[config.mk]
export PLATFORM = sky130hd
export DESIGN_NAME = sqw_gen
export DESIGN_NICKNAME = d
export VERILOG_FILES = /design/src/rtl/sqw_pkg.sv /design/src/rtl/sqw_prescaler.sv /design/src/rtl/sqw_step_ctrl.sv /design/src/rtl/sqw_counter.sv /design/src/rtl/sqw_gen.sv
export SDC_FILE = /design/constraint.sdc
export NUM_CORES = 1
export LEC_CHECK = 0
export BUFFER_PORTS_ARGS = -buffer_cell sky130_fd_sc_hd__buf_2
export CORE_ASPECT_RATIO = 1.2
export CORE_MARGIN = 2
export CORE_UTILIZATION = 50
export DETAILED_ROUTE_END_ITERATION = 6
export GPL_ROUTABILITY_DRIVEN = 0
export PLACE_DENSITY = 0.69
export SLEW_MARGIN = 40
export SYNTH_ARGS = -nofsm -noshare
export SYNTH_HDL_FRONTEND = slang
export SYNTH_HIERARCHICAL = 1
export SYNTH_SLANG_ARGS = --single-unit
[constraint.sdc]
create_clock -name clk -period 4.4 [get_ports clk]
set_clock_uncertainty 0.05 [all_clocks]
set_input_delay 0.22 -clock clk [delete_from_list [all_inputs] [get_ports clk]]
set_output_delay 0.22 -clock clk [all_outputs]
set_load 0.01 [all_outputs]
[src/rtl/sqw_pkg.sv]
package sqw_pkg;

    // Run controller states
    typedef enum logic [1:0] {
        ST_LIVE    = 2'd0,
        ST_ARMED   = 2'd1,
        ST_HALTED  = 2'd2
    } run_state_t;

    // Logarithmic period table entry: round(pmax * 10^(-idx/per_dec))
    function automatic int unsigned log_period(input int unsigned pmax,
                                               input int unsigned idx,
                                               input int unsigned per_dec);
        real scale;
        scale = $pow(10.0, -(real'(idx)) / real'(per_dec));
        return int'($rtoi(real'(pmax) * scale + 0.5));
    endfunction

endpackage

[src/rtl/sqw_prescaler.sv]
module sqw_prescaler #(
    parameter int unsigned DIV_FAST = 4,
    parameter int unsigned DIV_SLOW = 40,
    localparam int unsigned DIV_MAX = (DIV_FAST > DIV_SLOW) ? DIV_FAST : DIV_SLOW,
    localparam int unsigned PRE_W   = (DIV_MAX < 2) ? 1 : $clog2(DIV_MAX)
) (
    input  logic clk,
    input  logic rst_n,
    input  logic run,
    input  logic slow,
    output logic tick
);

    logic [PRE_W-1:0] pre_q;
    logic [PRE_W-1:0] lim;

    // Last count value of the active ratio
    always_comb begin
        if (slow) lim = PRE_W'(DIV_SLOW - 1);
        else      lim = PRE_W'(DIV_FAST - 1);
    end

    assign tick = run && (pre_q >= lim);

    always_ff @(posedge clk or negedge rst_n) begin
        if (!rst_n) begin
            pre_q <= '0;
        end else if (run) begin
            if (pre_q >= lim) pre_q <= '0;
            else              pre_q <= pre_q + 1'b1;
        end
    end

endmodule

[src/rtl/sqw_step_ctrl.sv]
module sqw_step_ctrl #(
    parameter int unsigned CNT_W       = 16,
    parameter int unsigned PERIOD_MAX  = 60000,
    parameter int unsigned TBL_LEN     = 21,
    parameter int unsigned PER_DECADE  = 10,
    parameter int unsigned RESET_IDX   = 10,
    localparam int unsigned IDX_W      = (TBL_LEN < 2) ? 1 : $clog2(TBL_LEN)
) (
    input  logic             clk,
    input  logic             rst_n,
    input  logic             step_up,
    input  logic             step_dn,
    input  logic             range_tgl,
    output logic [CNT_W-1:0] sel_period,
    output logic             sel_range,
    output logic             changed
);

    localparam logic [IDX_W-1:0] IDX_TOP = IDX_W'(TBL_LEN - 1);

    logic [CNT_W-1:0] tbl [TBL_LEN];

    // Period table computed at elaboration
    for (genvar g = 0; g < TBL_LEN; g++) begin : g_tbl
        localparam int unsigned ENTRY = sqw_pkg::log_period(PERIOD_MAX, g, PER_DECADE);
        assign tbl[g] = CNT_W'(ENTRY);
    end

    logic [IDX_W-1:0] idx_q, idx_d;
    logic             rng_q, rng_d;
    logic             chg_q, chg_d;
    logic             up_ok, dn_ok;

    always_comb begin
        up_ok = step_up && !step_dn && (idx_q != IDX_TOP);
        dn_ok = step_dn && !step_up && (idx_q != '0);
        idx_d = idx_q;
        if (up_ok)      idx_d = idx_q + 1'b1;
        else if (dn_ok) idx_d = idx_q - 1'b1;
        rng_d = rng_q ^ range_tgl;
        chg_d = up_ok || dn_ok || range_tgl;
    end

    always_ff @(posedge clk or negedge rst_n) begin
        if (!rst_n) begin
            idx_q <= IDX_W'(RESET_IDX);
            rng_q <= 1'b0;
            chg_q <= 1'b0;
        end else begin
            idx_q <= idx_d;
            rng_q <= rng_d;
            chg_q <= chg_d;
        end
    end

    assign sel_period = tbl[idx_q];
    assign sel_range  = rng_q;
    assign changed    = chg_q;

endmodule

[src/rtl/sqw_counter.sv]
module sqw_counter
    import sqw_pkg::*;
#(
    parameter int unsigned CNT_W      = 16,
    parameter int unsigned RST_PERIOD = 6000
) (
    input  logic             clk,
    input  logic             rst_n,
    input  logic             freeze_n,
    input  logic             tick,
    input  logic [CNT_W-1:0] sel_period,
    input  logic             sel_range,
    output logic             run,
    output logic             act_range,
    output logic             wave,
    output logic [CNT_W-1:0] cnt_o,
    output logic [CNT_W-1:0] act_period_o,
    output run_state_t       state_o
);

    run_state_t       st_q, st_d;
    logic [CNT_W-1:0] cnt_q;
    logic [CNT_W-1:0] per_q;
    logic [CNT_W-1:0] cmp_q;
    logic             rng_q;
    logic             differ;
    logic             step_en;

    assign differ = (sel_period != per_q) || (sel_range != rng_q);

    // State register
    always_ff @(posedge clk or negedge rst_n) begin
        if (!rst_n) st_q <= ST_LIVE;
        else        st_q <= st_d;
    end

    // Next-state decode
    always_comb begin
        st_d = st_q;
        unique case (st_q)
            ST_LIVE: begin
                if (!freeze_n)   st_d = ST_HALTED;
                else if (differ) st_d = ST_ARMED;
            end
            ST_ARMED: begin
                if (!freeze_n)    st_d = ST_HALTED;
                else if (!differ) st_d = ST_LIVE;
            end
            ST_HALTED: begin
                if (freeze_n) st_d = differ ? ST_ARMED : ST_LIVE;
            end
            default: st_d = ST_LIVE;
        endcase
    end

    // Output decode
    always_comb begin
        unique case (st_q)
            ST_LIVE, ST_ARMED: run = 1'b1;
            ST_HALTED:         run = 1'b0;
            default:           run = 1'b0;
        endcase
    end

    assign step_en = run && tick;

    // Down counter with shadow load at terminal count
    always_ff @(posedge clk or negedge rst_n) begin
        if (!rst_n) begin
            cnt_q <= CNT_W'(RST_PERIOD - 1);
            per_q <= CNT_W'(RST_PERIOD);
            cmp_q <= CNT_W'(RST_PERIOD / 2);
            rng_q <= 1'b0;
        end else if (step_en) begin
            if (cnt_q == '0) begin
                cnt_q <= sel_period - 1'b1;
                per_q <= sel_period;
                cmp_q <= sel_period >> 1;
                rng_q <= sel_range;
            end else begin
                cnt_q <= cnt_q - 1'b1;
            end
        end
    end

    assign wave         = (cnt_q < cmp_q);
    assign act_range    = rng_q;
    assign cnt_o        = cnt_q;
    assign act_period_o = per_q;
    assign state_o      = st_q;

endmodule

[src/rtl/sqw_gen.sv]
module sqw_gen
    import sqw_pkg::*;
#(
    parameter int unsigned CNT_W      = 16,
    parameter int unsigned DIV_FAST   = 4,
    parameter int unsigned DIV_SLOW   = 40,
    parameter int unsigned PERIOD_MAX = 60000,
    parameter int unsigned TBL_LEN    = 21,
    parameter int unsigned PER_DECADE = 10,
    parameter int unsigned RESET_IDX  = 10
) (
    input  logic             clk,
    input  logic             rst_n,
    input  logic             freeze_n,
    input  logic             step_up,
    input  logic             step_dn,
    input  logic             range_tgl,
    output logic             wave_o,
    output logic [CNT_W-1:0] period_o,
    output logic             range_o,
    output logic             changed_o
);

    localparam int unsigned PERIOD_RST = log_period(PERIOD_MAX, RESET_IDX, PER_DECADE);
    localparam int unsigned PERIOD_MIN = log_period(PERIOD_MAX, TBL_LEN - 1, PER_DECADE);

    logic             tick;
    logic             run;
    logic             act_range;
    logic [CNT_W-1:0] sel_period;
    logic             sel_range;
    logic [CNT_W-1:0] cnt_w;
    logic [CNT_W-1:0] act_period_w;
    run_state_t       st_w;

    sqw_step_ctrl #(
        .CNT_W      (CNT_W),
        .PERIOD_MAX (PERIOD_MAX),
        .TBL_LEN    (TBL_LEN),
        .PER_DECADE (PER_DECADE),
        .RESET_IDX  (RESET_IDX)
    ) u_step (
        .clk        (clk),
        .rst_n      (rst_n),
        .step_up    (step_up),
        .step_dn    (step_dn),
        .range_tgl  (range_tgl),
        .sel_period (sel_period),
        .sel_range  (sel_range),
        .changed    (changed_o)
    );

    sqw_prescaler #(
        .DIV_FAST (DIV_FAST),
        .DIV_SLOW (DIV_SLOW)
    ) u_pre (
        .clk   (clk),
        .rst_n (rst_n),
        .run   (run),
        .slow  (act_range),
        .tick  (tick)
    );

    sqw_counter #(
        .CNT_W      (CNT_W),
        .RST_PERIOD (PERIOD_RST)
    ) u_cnt (
        .clk          (clk),
        .rst_n        (rst_n),
        .freeze_n     (freeze_n),
        .tick         (tick),
        .sel_period   (sel_period),
        .sel_range    (sel_range),
        .run          (run),
        .act_range    (act_range),
        .wave         (wave_o),
        .cnt_o        (cnt_w),
        .act_period_o (act_period_w),
        .state_o      (st_w)
    );

    assign period_o = sel_period;
    assign range_o  = sel_range;

endmodule

* Word level (Yosys, flattened, before mapping)
Memories as Yosys holds them, arrays and structs flattened. Index checks and enable logic that the tools add are counted. W data, S select, Z words.
Cells by class: add/sub/neg operators 5, $lt $le $gt $ge 3, equality and inequality tests 8, muxes and demuxes 15, bitwise operators 2, reductions and logical operators 18
Operators with widths (number):
- $mux W16 | 3
- $sub A16 B1 Y16 const B | 2
- $logic_not A16 Y1 | 1
- $lt A16 B15 Y1 | 1
- $ne A16 B16 Y1 | 1
- $mux W6 | 2
- $mux W2 | 5
- $mux W5 | 2
- $add A6 B1 Y6 const B | 1
- $ge A6 B6 Y1 | 1
- $ge A6 B6 Y1 const B | 1
- $logic_and A1 B1 Y1 | 6
- $not A5 Y6 | 1
- $pmux W2 S3 | 1
- $add A5 B1 Y5 const B | 1
- $ne A5 B5 Y1 const B | 1
- $reduce_bool A5 Y1 | 1
- $sub A5 B1 Y5 const B | 1
- $logic_or A1 B1 Y1 | 3
- $ne A3 B2 Y1 const B | 1
- $ne A3 B3 Y1 const B | 1
- $reduce_and A3 Y1 | 1
- $eq A2 B1 Y1 const B | 1
- $eq A2 B2 Y1 const B | 1
- other kinds (9) | 11
Word-level totals: register bits 63, ROM bits 512, input bits 6, output and inout bits 19, logic and storage cells 61, memories 1
Memories:
- (name not given) | depth 32, width 16, read ports 1, clocked after Yosys merged registers in 0, wr ports 0, line sqw_step_ctrl.sv:56 | assign sel_period = tbl[idx_q];

* Logic depth before layout (Yosys ltp)
Gate-level depths: netlist of the first run.
word-level depth 9, mapped depth 14, gate-level depth less buffers 13

* Modules after synthesis
Netlist of the first run, hierarchy kept.
Modules (own cells, without submodules):
- sqw_counter | instances 1, cells each 291, area each 2631.3 µm², sequential area each 897.1 µm²
- sqw_step_ctrl | instances 1, cells each 123, area each 1008.5 µm², sequential area each 177.7 µm²
- sqw_prescaler | instances 1, cells each 44, area each 416.6 µm², sequential area each 150.1 µm²

* Worst setup path before layout of the first run
Ideal clock, no wire load.
kind reg2reg, start point reg u_step.idx_q[1], end point reg u_cnt.cnt_q[15] (netlist: u_cnt/cnt_o[15]), setup time 0.124 ns, arrival 3.120 ns, data required time 4.226 ns, path slack 1.106 ns, cell stages (with the launch flop) 13, path buffers 2, period minus slack after synthesis 3.294 ns, cells stage by stage dfstp_2 -> buf_2 -> inv_1 -> ha_1 -> mux2i_1 -> o22ai_1 -> buf_2 -> nor4_4 -> nand3b_4 -> a221oi_4 -> nand3_2 -> a32o_1 -> a211o_1
Between the ends: longest elaborated chain between the ends 6
RTL lines:
- from (decl) | line sqw_step_ctrl.sv:29 | logic [IDX_W-1:0] idx_q, idx_d;
- from (signal assigned) | line sqw_step_ctrl.sv:46 | idx_q <= IDX_W'(RESET_IDX);
- from (signal assigned) | line sqw_step_ctrl.sv:50 | idx_q <= idx_d;
- $not A5 Y6 (not written as such) | line sqw_step_ctrl.sv:56
- $mem_v2 Z32 W16
- $mux W16 (not written as such) (2 in series) | line sqw_step_ctrl.sv:56
- net period_o[2] | line sqw_gen.sv:19 | output logic [CNT_W-1:0] period_o,
- $sub A16 B1 Y16 | line sqw_counter.sv:76 | cnt_q <= sel_period - 1'b1;
- $mux W16 | line sqw_counter.sv:75 | if (cnt_q == '0) begin
- to (signal assigned) | line sqw_counter.sv:70 | cnt_q <= CNT_W'(RST_PERIOD - 1);
- to (signal assigned) | line sqw_counter.sv:76
- to (signal assigned) | line sqw_counter.sv:81 | cnt_q <= cnt_q - 1'b1;
- to (decl) | line sqw_counter.sv:22 | logic [CNT_W-1:0] cnt_q;
The timed path passes the listed nets, and every way through them passes these cells. The select of a mux whose other input is x is not followed. A chain may end at the register's enable or synchronous reset.

* Worst setup path in the final report of the first run
start point reg u_step.idx_q[0], end point reg u_cnt.cnt_q[15] (netlist: u_cnt/cnt_o[15])
Between the ends: longest elaborated chain between the ends 6
RTL lines (line):
- $not A5 Y6 (not written as such) | sqw_step_ctrl.sv:56
- $mem_v2 Z32 W16
- $mux W16 (not written as such) (2 in series) | sqw_step_ctrl.sv:56
- $sub A16 B1 Y16 | sqw_counter.sv:76
- $mux W16 | sqw_counter.sv:75
No other way between the ends. The select of a mux whose other input is x is not followed.

==> report_table.html, run 1 <==
<table>
<tr><th>Metric</th><th>Value</th></tr>
<tr><th colspan="2">Floorplan</th></tr>
<tr><td>Chip Height</td><td>103 microns</td></tr>
<tr><td>Die Footprint</td><td>around 9000 sq um</td></tr>
<tr><td>Number of placement rows</td><td>36</td></tr>
<tr><td>Top-level port count</td><td>25</td></tr>
<tr><td>Core ar.</td><td>8020 sq um</td></tr>
<tr><td>Starting density of the core</td><td>50.6%</td></tr>
<tr><td>Width of the die</td><td>86.2 microns</td></tr>
<tr><th colspan="2">Worst setup path</th></tr>
<tr><td>Critical path, cell by cell</td><td>inv_1 -&gt; ha_1 -&gt; mux2i_1 -&gt; o22ai_2 -&gt; nor4_4 -&gt; nand3b_4 -&gt; a221oi_4 -&gt; nand3_2 -&gt; a32o_1 -&gt; a211o_1</td></tr>
<tr><td>Cells on worst reg2reg path</td><td>10</td></tr>
<tr><td>Worst Setup Start Kind</td><td>register</td></tr>
<tr><td>Critical path endpoint category</td><td>register</td></tr>
<tr><td>Cell count along the critical path</td><td>10</td></tr>
<tr><td>CP Max Fanout</td><td>11</td></tr>
<tr><td>Register-to-register setup slack</td><td>880 ps</td></tr>
<tr><td>CP delay by family, top</td><td>compound AO/OA/AOI/OAI gates</td></tr>
<tr><td>Slowest stage delay, CP</td><td>slightly below 600 ps</td></tr>
<tr><td>Worst setup path start</td><td>u_step/idx_q[0]</td></tr>
<tr><td>RR Startpoint</td><td>u_step/idx_q[0]</td></tr>
<tr><td>Data required time of the critical path</td><td>4540 ps</td></tr>
<tr><td>Destination of the critical timing path</td><td>u_cnt/cnt_o[15]</td></tr>
<tr><td>CP arrival</td><td>approximately 3700 ps</td></tr>
<tr><td>Cell at the slowest stage of the critical path</td><td>sky130_fd_sc_hd__dfrtp_1</td></tr>
<tr><td>Worst setup path class</td><td>reg2reg</td></tr>
<tr><td>Buffering stage count on the worst path with inverters included</td><td>1</td></tr>
<tr><td>Critical register-to-register path endpoint</td><td>u_cnt/cnt_o[15]</td></tr>
<tr><th colspan="2">STA</th></tr>
<tr><td>Setup repair after global routing missed its margin</td><td>false</td></tr>
<tr><td>Achievable clock frequency</td><td>0.284 GHz</td></tr>
<tr><td>Number of slew-limit violations in the final report</td><td>0</td></tr>
<tr><td>Minimum setup slack in the final design</td><td>between 800 and 900 ps</td></tr>
<tr><td>Endpoints failing hold</td><td>0</td></tr>
<tr><td>Crit path time final</td><td>3520 ps</td></tr>
<tr><td>Setup TNS after final layout</td><td>0 ps</td></tr>
<tr><td>Setup violation total in the final timing report</td><td>0</td></tr>
<tr><td>Worst-Margin Slew</td><td>836 ps</td></tr>
<tr><td>Ratio of final minimum period to clock period</td><td>80.1%</td></tr>
<tr><td>Remaining max-slew budget at the tightest pin</td><td>44.3%</td></tr>
<tr><th colspan="2">Drt</th></tr>
<tr><td>Mean number of vias per cell</td><td>6.24</td></tr>
<tr><td>Via count of the routed design</td><td>around 3600</td></tr>
<tr><td>Routed wire length</td><td>approximately 10000 microns</td></tr>
<tr><td>Drt wl/cell</td><td>17.9 microns</td></tr>
<tr><td>First-pass iteration count of the detailed router</td><td>5</td></tr>
<tr><td>Iteration-0 DRC Markers</td><td>158</td></tr>
<tr><td>Number of antenna-violating nets in the routed design</td><td>0</td></tr>
<tr><td>DRC violations left</td><td>0</td></tr>
<tr><th colspan="2">CTS</th></tr>
<tr><td>Maximum buffer depth of the clock tree</td><td>2</td></tr>
<tr><td>Clock root buffer</td><td>sky130_fd_sc_hd__clkbuf_8</td></tr>
<tr><td>Clock transition at the registers of the reported paths</td><td>90 ps</td></tr>
<tr><td>Clock latency on the worst-skew pair</td><td>300 ps</td></tr>
<tr><td>Clock sinks</td><td>48</td></tr>
<tr><td>Clock tree from TritonCTS</td><td>done</td></tr>
<tr><td>TritonCTS buffer count</td><td>5</td></tr>
<tr><td>Max H-tree Level</td><td>2</td></tr>
<tr><th colspan="2">Synth</th></tr>
<tr><td>Yosys warning count</td><td>6</td></tr>
<tr><td>Top_reg_cell synth</td><td>sky130_fd_sc_hd__dfrtp_1</td></tr>
<tr><td>Sequential element share of the synthesized area</td><td>between 30% and 40%</td></tr>
<tr><td>Number of cells produced by synthesis</td><td>approximately 460</td></tr>
<tr><td>Mean instance size in the synthesized netlist</td><td>approximately 8.9 sq um</td></tr>
<tr><td>#FFs+latches synth</td><td>48</td></tr>
<tr><td>Post-synthesis instance area</td><td>4060 sq um</td></tr>
<tr><td>Async set or reset register ratio after synthesis</td><td>100%</td></tr>
<tr><td>Post-synth net total</td><td>between 400 and 500</td></tr>
<tr><td>Number of library cell types mapped by synthesis</td><td>73</td></tr>
<tr><td>Number of enable flip-flop cells after synthesis</td><td>0</td></tr>
<tr><th colspan="2">Global routing</th></tr>
<tr><td>Global-route wire length before repair</td><td>16500 microns</td></tr>
<tr><td>Overflow left after global routing</td><td>0</td></tr>
<tr><td>Combined global-route utilization of all metal layers</td><td>23.7%</td></tr>
<tr><td>Number of global-route vias before repair</td><td>3352</td></tr>
<tr><td>Initial antenna violation count</td><td>0</td></tr>
<tr><td>Pin count of the biggest net entering global routing</td><td>just under 50</td></tr>
<tr><th colspan="2">Finish</th></tr>
<tr><td>Total inserted antenna cells</td><td>0</td></tr>
<tr><td>Most frequent cells in the layout</td><td>41 x sky130_fd_sc_hd__nand2_1, 33 x sky130_fd_sc_hd__o21ai_0, 30 x sky130_fd_sc_hd__inv_1, 30 x sky130_fd_sc_hd__ha_1, 29 x sky130_fd_sc_hd__dfrtp_1</td></tr>
<tr><td>Leading cell type in the layout, fill and taps excluded</td><td>sky130_fd_sc_hd__nand2_1</td></tr>
<tr><td>Fillcell total</td><td>751</td></tr>
<tr><td>Area growth syn-to-layout</td><td>6.42%</td></tr>
<tr><td>Cell area after layout</td><td>4320 sq um</td></tr>
<tr><td>Fraction of final layout cells with drive strength greater than 1</td><td>18.7%</td></tr>
<tr><td>Final layout net count</td><td>around 510</td></tr>
<tr><td>Post-layout instance count excluding filler cells</td><td>570</td></tr>
<tr><th colspan="2">Hold path</th></tr>
<tr><td>Tightest Hold Check Type</td><td>in2reg</td></tr>
<tr><td>Hold path startpoint</td><td>freeze_n</td></tr>
<tr><th colspan="2">Power and ir drop</th></tr>
<tr><td>Power density cells</td><td>737 nW/um^2</td></tr>
<tr><td>Combinational share of power</td><td>64.8%</td></tr>
<tr><td>Sequential share of power</td><td>26.9%</td></tr>
<tr><td>Switching power summed over all nets</td><td>1630 uW</td></tr>
<tr><td>Maximum ir drop on the vdd rail</td><td>0.306 mV</td></tr>
<tr><td>Power share of the clock group</td><td>around 8.3%</td></tr>
<tr><td>Internal</td><td>1550 uW</td></tr>
<tr><td>Leakage Power</td><td>0.00175 uW</td></tr>
<tr><td>Switching share of total power</td><td>between 50% and 60%</td></tr>
<tr><th colspan="2">Placed design</th></tr>
<tr><td># port buffers</td><td>24</td></tr>
<tr><td>Post-Place Worst Slack</td><td>856 ps</td></tr>
<tr><td>Total cell area at the placement stage</td><td>4210 sq um</td></tr>
<tr><td>HPWL after DPL</td><td>7540 microns</td></tr>
<tr><td>Placed insts</td><td>561</td></tr>
<tr><th colspan="2">Outcome</th></tr>
<tr><td>Outcome</td><td>complete, no violations</td></tr>
<tr><th colspan="2">Flow run</th></tr>
<tr><td>Max-cap check violation count</td><td>0</td></tr>
</table>
-- logic make-up after synthesis --
kind of cell	count (synthesis)	share of synthesized area, %
AND/OR/NAND/NOR	148	20.9
AO/OA/AOI/OAI	136	23.3
buffers and inverters	57	7.06
multiplexers	13	3.42
XOR/XNOR	25	5.40
flip-flops	48	30.2
adder cells (fa/ha/maj)	31	9.75
-- per-stage QoR --
stage	hold slack, ps	total power, uW	utilization (%)
finish	12.6	3180	53.8
global route	4.26	3440	53.8
CTS	3.62	3160	53.7
detailed placement	314	2880	52.5
global placement	313	2840	52.4
floorplan	-126	2290	-
-- what timing repair did --
item	4_1_cts	5_1_grt
hold buffers	1	0
resized for setup	0	0
endpoints found under the hold margin	29	0
buffers inserted	0	0
-- worst reg2reg max path, cell delays in order (launching register included) --
cell                       delay, ps
sky130_fd_sc_hd__dfrtp_1         590
sky130_fd_sc_hd__inv_1           260
sky130_fd_sc_hd__ha_1            440
sky130_fd_sc_hd__mux2i_1         250
sky130_fd_sc_hd__o22ai_2         230
sky130_fd_sc_hd__nor4_4          450
sky130_fd_sc_hd__nand3b_4        120
sky130_fd_sc_hd__a221oi_4        340
sky130_fd_sc_hd__nand3_2         160
sky130_fd_sc_hd__a32o_1          300
sky130_fd_sc_hd__a211o_1         230
-- state kept, by name, summed over array words and instances (netlist names) --
register,cells
u_cnt/act_range,1
u_step/sel_range,1
u_cnt/state_o,2
u_cnt/act_period_o,16
u_cnt/cnt_o,16
u_pre/pre_q,6
u_step/changed,1
u_step/idx_q,5
-- cell type report --
type / count / area, sq um / area share, %
clock buffers: 5 / 68.8 / 1.59
inverters: 30 / 113 / 2.61
clock inverters: 3 / 18.8 / 0.435
well taps: 95 / 119 / 2.75
flip-flops and latches: 48 / 1220 / 28.4
repair buffers: 36 / 213 / 4.93
multi-input cells: 353 / 2560 / 59.3
-- Yosys cell counts (4+ instances only) --
cell type / n / area [sq um]
sky130_fd_sc_hd__a211oi_1: 8 / 60.1
sky130_fd_sc_hd__a21o_1: 8 / 60.1
sky130_fd_sc_hd__a21oi_1: 28 / 140
sky130_fd_sc_hd__a22oi_1: 4 / 30.0
sky130_fd_sc_hd__a31oi_1: 5 / 31.3
sky130_fd_sc_hd__and3_1: 6 / 37.5
sky130_fd_sc_hd__buf_2: 10 / 50.1
sky130_fd_sc_hd__buf_4: 6 / 45.0
sky130_fd_sc_hd__buf_6: 5 / 56.3
sky130_fd_sc_hd__clkbuf_1: 6 / 22.5
sky130_fd_sc_hd__dfrtp_1: 29 / 726
sky130_fd_sc_hd__dfstp_2: 19 / 499
sky130_fd_sc_hd__ha_1: 30 / 375
sky130_fd_sc_hd__inv_1: 30 / 113
sky130_fd_sc_hd__mux2i_1: 9 / 90.1
sky130_fd_sc_hd__nand2_1: 41 / 154
sky130_fd_sc_hd__nand2b_1: 5 / 31.3
sky130_fd_sc_hd__nand3_1: 8 / 40.0
sky130_fd_sc_hd__nand4_1: 9 / 56.3
sky130_fd_sc_hd__nor2_1: 23 / 86.3
sky130_fd_sc_hd__nor2b_1: 6 / 37.5
sky130_fd_sc_hd__nor3_1: 9 / 45.0
sky130_fd_sc_hd__nor4_1: 6 / 37.5
sky130_fd_sc_hd__o21a_1: 4 / 30.0
sky130_fd_sc_hd__o21ai_0: 33 / 165
sky130_fd_sc_hd__o22a_1: 4 / 35.0
sky130_fd_sc_hd__or2_2: 4 / 25.0
sky130_fd_sc_hd__or3_1: 7 / 43.8
sky130_fd_sc_hd__xnor2_1: 19 / 166
sky130_fd_sc_hd__xor2_1: 6 / 52.6
-- power by group through the flow --
stage	Combinational, uW	Clock, uW	Sequential, uW
6_report	2060	264	855
5_1_grt	2250	296	890
4_1_cts	2030	277	852
3_5_place_dp	2020	0	861
3_3_place_gp	1980	0	852
2_1_floorplan	1530	0	758
-- metal layers --
layer  part of all wire (%)  track usage [%]  wire length, microns
met5                      0                0                     0
met4                    2.2             8.77                   221
met3                    6.6             3.92                   677
met2                     49             40.0                  5010
met1                     42             30.6                  4310
-- worst min path at each step --
stage                                       end  slack [ps]  cells after the start
after floorplan           u_cnt/act_period_o[0]        -130                      0
after global placement           u_pre/pre_q[2]         310                      2
after detailed placement         u_pre/pre_q[4]         310                      2
after CTS                      u_cnt/state_o[1]           4                      2
after global routing           u_cnt/state_o[1]           4                      2
final                          u_cnt/state_o[1]          10                      2
(Power assumes the default switching activity.)
==> run 2: changes to the inputs <==
--- a/config.mk
+++ b/config.mk
@@ -5,6 +5,7 @@
 export SDC_FILE = /design/constraint.sdc
 export NUM_CORES = 1
 export LEC_CHECK = 0
+export ABC_AREA = 1
 export BUFFER_PORTS_ARGS = -buffer_cell sky130_fd_sc_hd__buf_2
 export CORE_ASPECT_RATIO = 1.2
 export CORE_MARGIN = 2
==> constraint.sdc (replaced) <==
create_clock -name clk -period 3.3 [get_ports clk]
set_clock_uncertainty 0.05 [all_clocks]
set_input_delay 0.165 -clock clk [delete_from_list [all_inputs] [get_ports clk]]
set_output_delay 0.165 -clock clk [all_outputs]
set_load 0.01 [all_outputs]
==> report_table.html, run 2 <==
<table>
<tr><th>Metric</th><th>Value</th></tr>
<tr><th colspan="2">Power and ir drop</th></tr>
<tr><td>Total power</td><td>4570 uW</td></tr>
<tr><td>Power density cells</td><td>1040 nW/um^2</td></tr>
<tr><td>Maximum ir drop on the vdd rail</td><td>0.660 mV</td></tr>
<tr><td>Leakage Power</td><td>0.00225 uW</td></tr>
<tr><th colspan="2">Floorplan</th></tr>
<tr><td>Die Footprint</td><td>8760 sq um</td></tr>
<tr><td>Chip Height</td><td>102 microns</td></tr>
<tr><td>Top-level port count</td><td>25</td></tr>
<tr><td>Number of placement rows</td><td>35</td></tr>
<tr><td>Starting density of the core</td><td>51.8%</td></tr>
<tr><td>Width of the die</td><td>85.8 microns</td></tr>
<tr><td>Core ar.</td><td>7750 sq um</td></tr>
<tr><th colspan="2">CTS</th></tr>
<tr><td>Maximum buffer depth of the clock tree</td><td>2</td></tr>
<tr><td>Clock root buffer</td><td>sky130_fd_sc_hd__clkbuf_8</td></tr>
<tr><td>Count of instances resized after the clock tree is built</td><td>0</td></tr>
<tr><td>TritonCTS buffer count</td><td>5</td></tr>
<tr><td>Clock tree from TritonCTS</td><td>done</td></tr>
<tr><td>Clock latency on the worst-skew pair</td><td>310 ps</td></tr>
<tr><td>Clock transition at the registers of the reported paths</td><td>100 ps</td></tr>
<tr><td>Max H-tree Level</td><td>2</td></tr>
<tr><td>Clock sinks</td><td>48</td></tr>
<tr><th colspan="2">STA</th></tr>
<tr><td>Number of slew-limit violations in the final report</td><td>0</td></tr>
<tr><td>Ratio of final minimum period to clock period</td><td>between 80% and 90%</td></tr>
<tr><td>Tightest hold margin</td><td>237 ps</td></tr>
<tr><td>Remaining max-slew budget at the tightest pin</td><td>59.7%</td></tr>
<tr><td>Setup violation total in the final timing report</td><td>0</td></tr>
<tr><td>Endpoints failing hold</td><td>0</td></tr>
<tr><td>Achievable clock frequency</td><td>0.344 GHz</td></tr>
<tr><td>Crit path time final</td><td>2910 ps</td></tr>
<tr><td>Setup TNS after final layout</td><td>0 ps</td></tr>
<tr><td>Setup repair after global routing missed its margin</td><td>false</td></tr>
<tr><td>Worst-Margin Slew</td><td>605 ps</td></tr>
<tr><th colspan="2">Finish</th></tr>
<tr><td>Cell area after layout</td><td>4380 sq um</td></tr>
<tr><td>Area growth syn-to-layout</td><td>9.26%</td></tr>
<tr><td>Most frequent cells in the layout</td><td>156 x sky130_fd_sc_hd__nand2_1, 81 x sky130_fd_sc_hd__inv_1, 61 x sky130_fd_sc_hd__nor2_1, 38 x sky130_fd_sc_hd__nand3_1, 30 x sky130_fd_sc_hd__ha_1</td></tr>
<tr><td>Fraction of final layout cells with drive strength greater than 1</td><td>17.9%</td></tr>
<tr><td>Final layout net count</td><td>between 600 and 700</td></tr>
<tr><td>Leading cell type in the layout, fill and taps excluded</td><td>sky130_fd_sc_hd__nand2_1</td></tr>
<tr><td>Fillcell total</td><td>730</td></tr>
<tr><td>Total inserted antenna cells</td><td>0</td></tr>
<tr><th colspan="2">Placed design</th></tr>
<tr><td># port buffers</td><td>24</td></tr>
<tr><td>HPWL after DPL</td><td>7930 microns</td></tr>
<tr><td>Total cell area at the placement stage</td><td>4250 sq um</td></tr>
<tr><th colspan="2">Drt</th></tr>
<tr><td>Mean number of vias per cell</td><td>5.36</td></tr>
<tr><td>Drt wl/cell</td><td>around 14 microns</td></tr>
<tr><td>Via count of the routed design</td><td>3760</td></tr>
<tr><td>First-pass iteration count of the detailed router</td><td>4</td></tr>
<tr><td>Routed wire length</td><td>10000 microns</td></tr>
<tr><td>Number of antenna-violating nets in the routed design</td><td>0</td></tr>
<tr><td>Iteration-0 DRC Markers</td><td>173</td></tr>
<tr><td>DRC violations left</td><td>0</td></tr>
<tr><th colspan="2">Synth</th></tr>
<tr><td>Mean instance size in the synthesized netlist</td><td>6.95 sq um</td></tr>
<tr><td>Post-synth net total</td><td>614</td></tr>
<tr><td>Number of cells produced by synthesis</td><td>577</td></tr>
<tr><td>Number of library cell types mapped by synthesis</td><td>43</td></tr>
<tr><td>Most common cell in the synthesized netlist</td><td>sky130_fd_sc_hd__nand2_1</td></tr>
<tr><td>Async set or reset register ratio after synthesis</td><td>100%</td></tr>
<tr><td>Yosys warning count</td><td>6</td></tr>
<tr><td>Number of enable flip-flop cells after synthesis</td><td>0</td></tr>
<tr><td>Top_reg_cell synth</td><td>sky130_fd_sc_hd__dfrtp_1</td></tr>
<tr><td>#FFs+latches synth</td><td>48</td></tr>
<tr><td>Yosys top cell by area</td><td>sky130_fd_sc_hd__dfrtp_1</td></tr>
<tr><td>Synth top area share</td><td>roughly 18%</td></tr>
<tr><td>Most used standard cells in the synthesized netlist</td><td>156 x sky130_fd_sc_hd__nand2_1, 81 x sky130_fd_sc_hd__inv_1, 61 x sky130_fd_sc_hd__nor2_1</td></tr>
<tr><td>Sequential element share of the synthesized area</td><td>30.5%</td></tr>
<tr><td>Largest cells by area after synthesis</td><td>sky130_fd_sc_hd__dfrtp_1 18%, sky130_fd_sc_hd__nand2_1 15%, sky130_fd_sc_hd__dfstp_2 12%, sky130_fd_sc_hd__ha_1 9.4%, sky130_fd_sc_hd__inv_1 7.6%</td></tr>
<tr><td>Post-synthesis instance area</td><td>~4000 sq um</td></tr>
<tr><th colspan="2">Hold path</th></tr>
<tr><td>Hold Path Stages</td><td>6</td></tr>
<tr><td>Endpoint of the worst hold-timing path</td><td>u_step/idx_q[3]</td></tr>
<tr><td>Tightest Hold Check Type</td><td>in2reg</td></tr>
<tr><td>Hold path startpoint</td><td>step_up</td></tr>
<tr><th colspan="2">Global routing</th></tr>
<tr><td>Combined global-route utilization of all metal layers</td><td>24.9%</td></tr>
<tr><td>Overflow left after global routing</td><td>0</td></tr>
<tr><td>Pin count of the biggest net entering global routing</td><td>49</td></tr>
<tr><td>Number of global-route vias before repair</td><td>3785</td></tr>
<tr><td>Initial antenna violation count</td><td>0</td></tr>
<tr><td>Global-route wire length before repair</td><td>17300 microns</td></tr>
<tr><th colspan="2">Worst setup path</th></tr>
<tr><td>CP Max Fanout</td><td>9</td></tr>
<tr><td>Cells on worst reg2reg path</td><td>14</td></tr>
<tr><td>Critical register-to-register path endpoint</td><td>u_cnt/cnt_o[13]</td></tr>
<tr><td>CP arrival</td><td>approximately 3100 ps</td></tr>
<tr><td>Worst setup path class</td><td>reg2reg</td></tr>
<tr><td>Data required time of the critical path</td><td>around 3500 ps</td></tr>
<tr><td>Register-to-register setup slack</td><td>390 ps</td></tr>
<tr><td>Worst Setup Start Kind</td><td>register</td></tr>
<tr><td>Critical path endpoint category</td><td>register</td></tr>
<tr><td>RR Startpoint</td><td>u_step/idx_q[1]</td></tr>
<tr><th colspan="2">Outcome</th></tr>
<tr><td>Outcome</td><td>complete, no violations</td></tr>
<tr><th colspan="2">Flow run</th></tr>
<tr><td>Max-cap check violation count</td><td>0</td></tr>
</table>
run 2: changes by cell type after synthesis, sizes merged, moves of 15 or more:
cell	delta
a21oi	-16
buf	-15
inv	+55
nand2	+132
nand3	+35
nor2	+56
run 2: kinds of logic after synthesis:
logic type | Yosys count | synth area share, %
AO/OA/AOI/OAI | 68 | 9.73
XOR/XNOR | 14 | 3.06
adder cells (fa/ha/maj) | 31 | 9.85
buffers and inverters | 96 | 9.67
flip-flops | 48 | 30.5
multiplexers | 1 | 0.281
AND/OR/NAND/NOR | 319 | 36.9
run 2: timing repair:
item	in CTS	in global routing
endpoints found under the hold margin	31	0
setup buffers	0	0
hold buffers	3	0
run 2: worst max path at each step:
| stage | from | cells past startpoint | endpoint |
|---|---|---|---|
| finish | u_step/idx_q[1] | 14 | u_cnt/cnt_o[13] |
| global route | u_step/idx_q[1] | 19 | u_cnt/cnt_o[14] |
| CTS | u_step/idx_q[1] | 14 | u_cnt/cnt_o[13] |
| detailed placement | u_step/idx_q[1] | 14 | u_cnt/cnt_o[13] |
| global placement | u_step/idx_q[1] | 14 | u_cnt/cnt_o[13] |
| floorplan | u_step/idx_q[0] | 18 | u_cnt/cnt_o[14] |
run 2: per-layer routing:
layer	routed length, microns	share of wire (%)	track usage, %	up-vias
met5	0	0	0	-
met4	343	3.4	10.4	0
met3	325	3.2	2.67	26
met2	5110	51	45.5	93
met1	4260	42	29.9	1750
li1	-	-	-	1891
run 2: worst max-delay path: stages, from the launching register on:
cell and delay, ps:
sky130_fd_sc_hd__dfstp_2 640, sky130_fd_sc_hd__inv_1 160, sky130_fd_sc_hd__ha_1 310, sky130_fd_sc_hd__inv_1 50
sky130_fd_sc_hd__nor2_1 160, sky130_fd_sc_hd__nand3b_1 160, sky130_fd_sc_hd__o211ai_1 250, sky130_fd_sc_hd__inv_1 150
sky130_fd_sc_hd__nor2_1 60, sky130_fd_sc_hd__nor2_1 180, sky130_fd_sc_hd__nand3_2 180, sky130_fd_sc_hd__nor2_1 220
sky130_fd_sc_hd__nand3_1 100, sky130_fd_sc_hd__nand3_1 90, sky130_fd_sc_hd__nand2_1 50
run 2: area by class of cell:
cell class / count / area (sq um) / area share (%)
repair buffers: 35 / 213 / 4.85
clock buffers: 6 / 72.6 / 1.66
multi-input cells: 433 / 2400 / 54.7
inverters: 85 / 324 / 7.39
clock inverters: 2 / 35.0 / 0.799
well taps: 92 / 115 / 2.63
flip-flops and latches: 48 / 1220 / 27.9
run 2: per-stage QoR:
step	setup WS (ps)	instances	utilization, %
6_report	394	701	56.6
4_1_cts	393	701	56.6
3_5_place_dp	436	690	54.8
2_1_floorplan	794	577	-
5_1_grt	103	701	56.6
3_3_place_gp	431	690	54.8
run 2: power breakdown:
group	switching, uW	internal [uW]
logic	1930	1060
registers	285	867
clock network	203	225
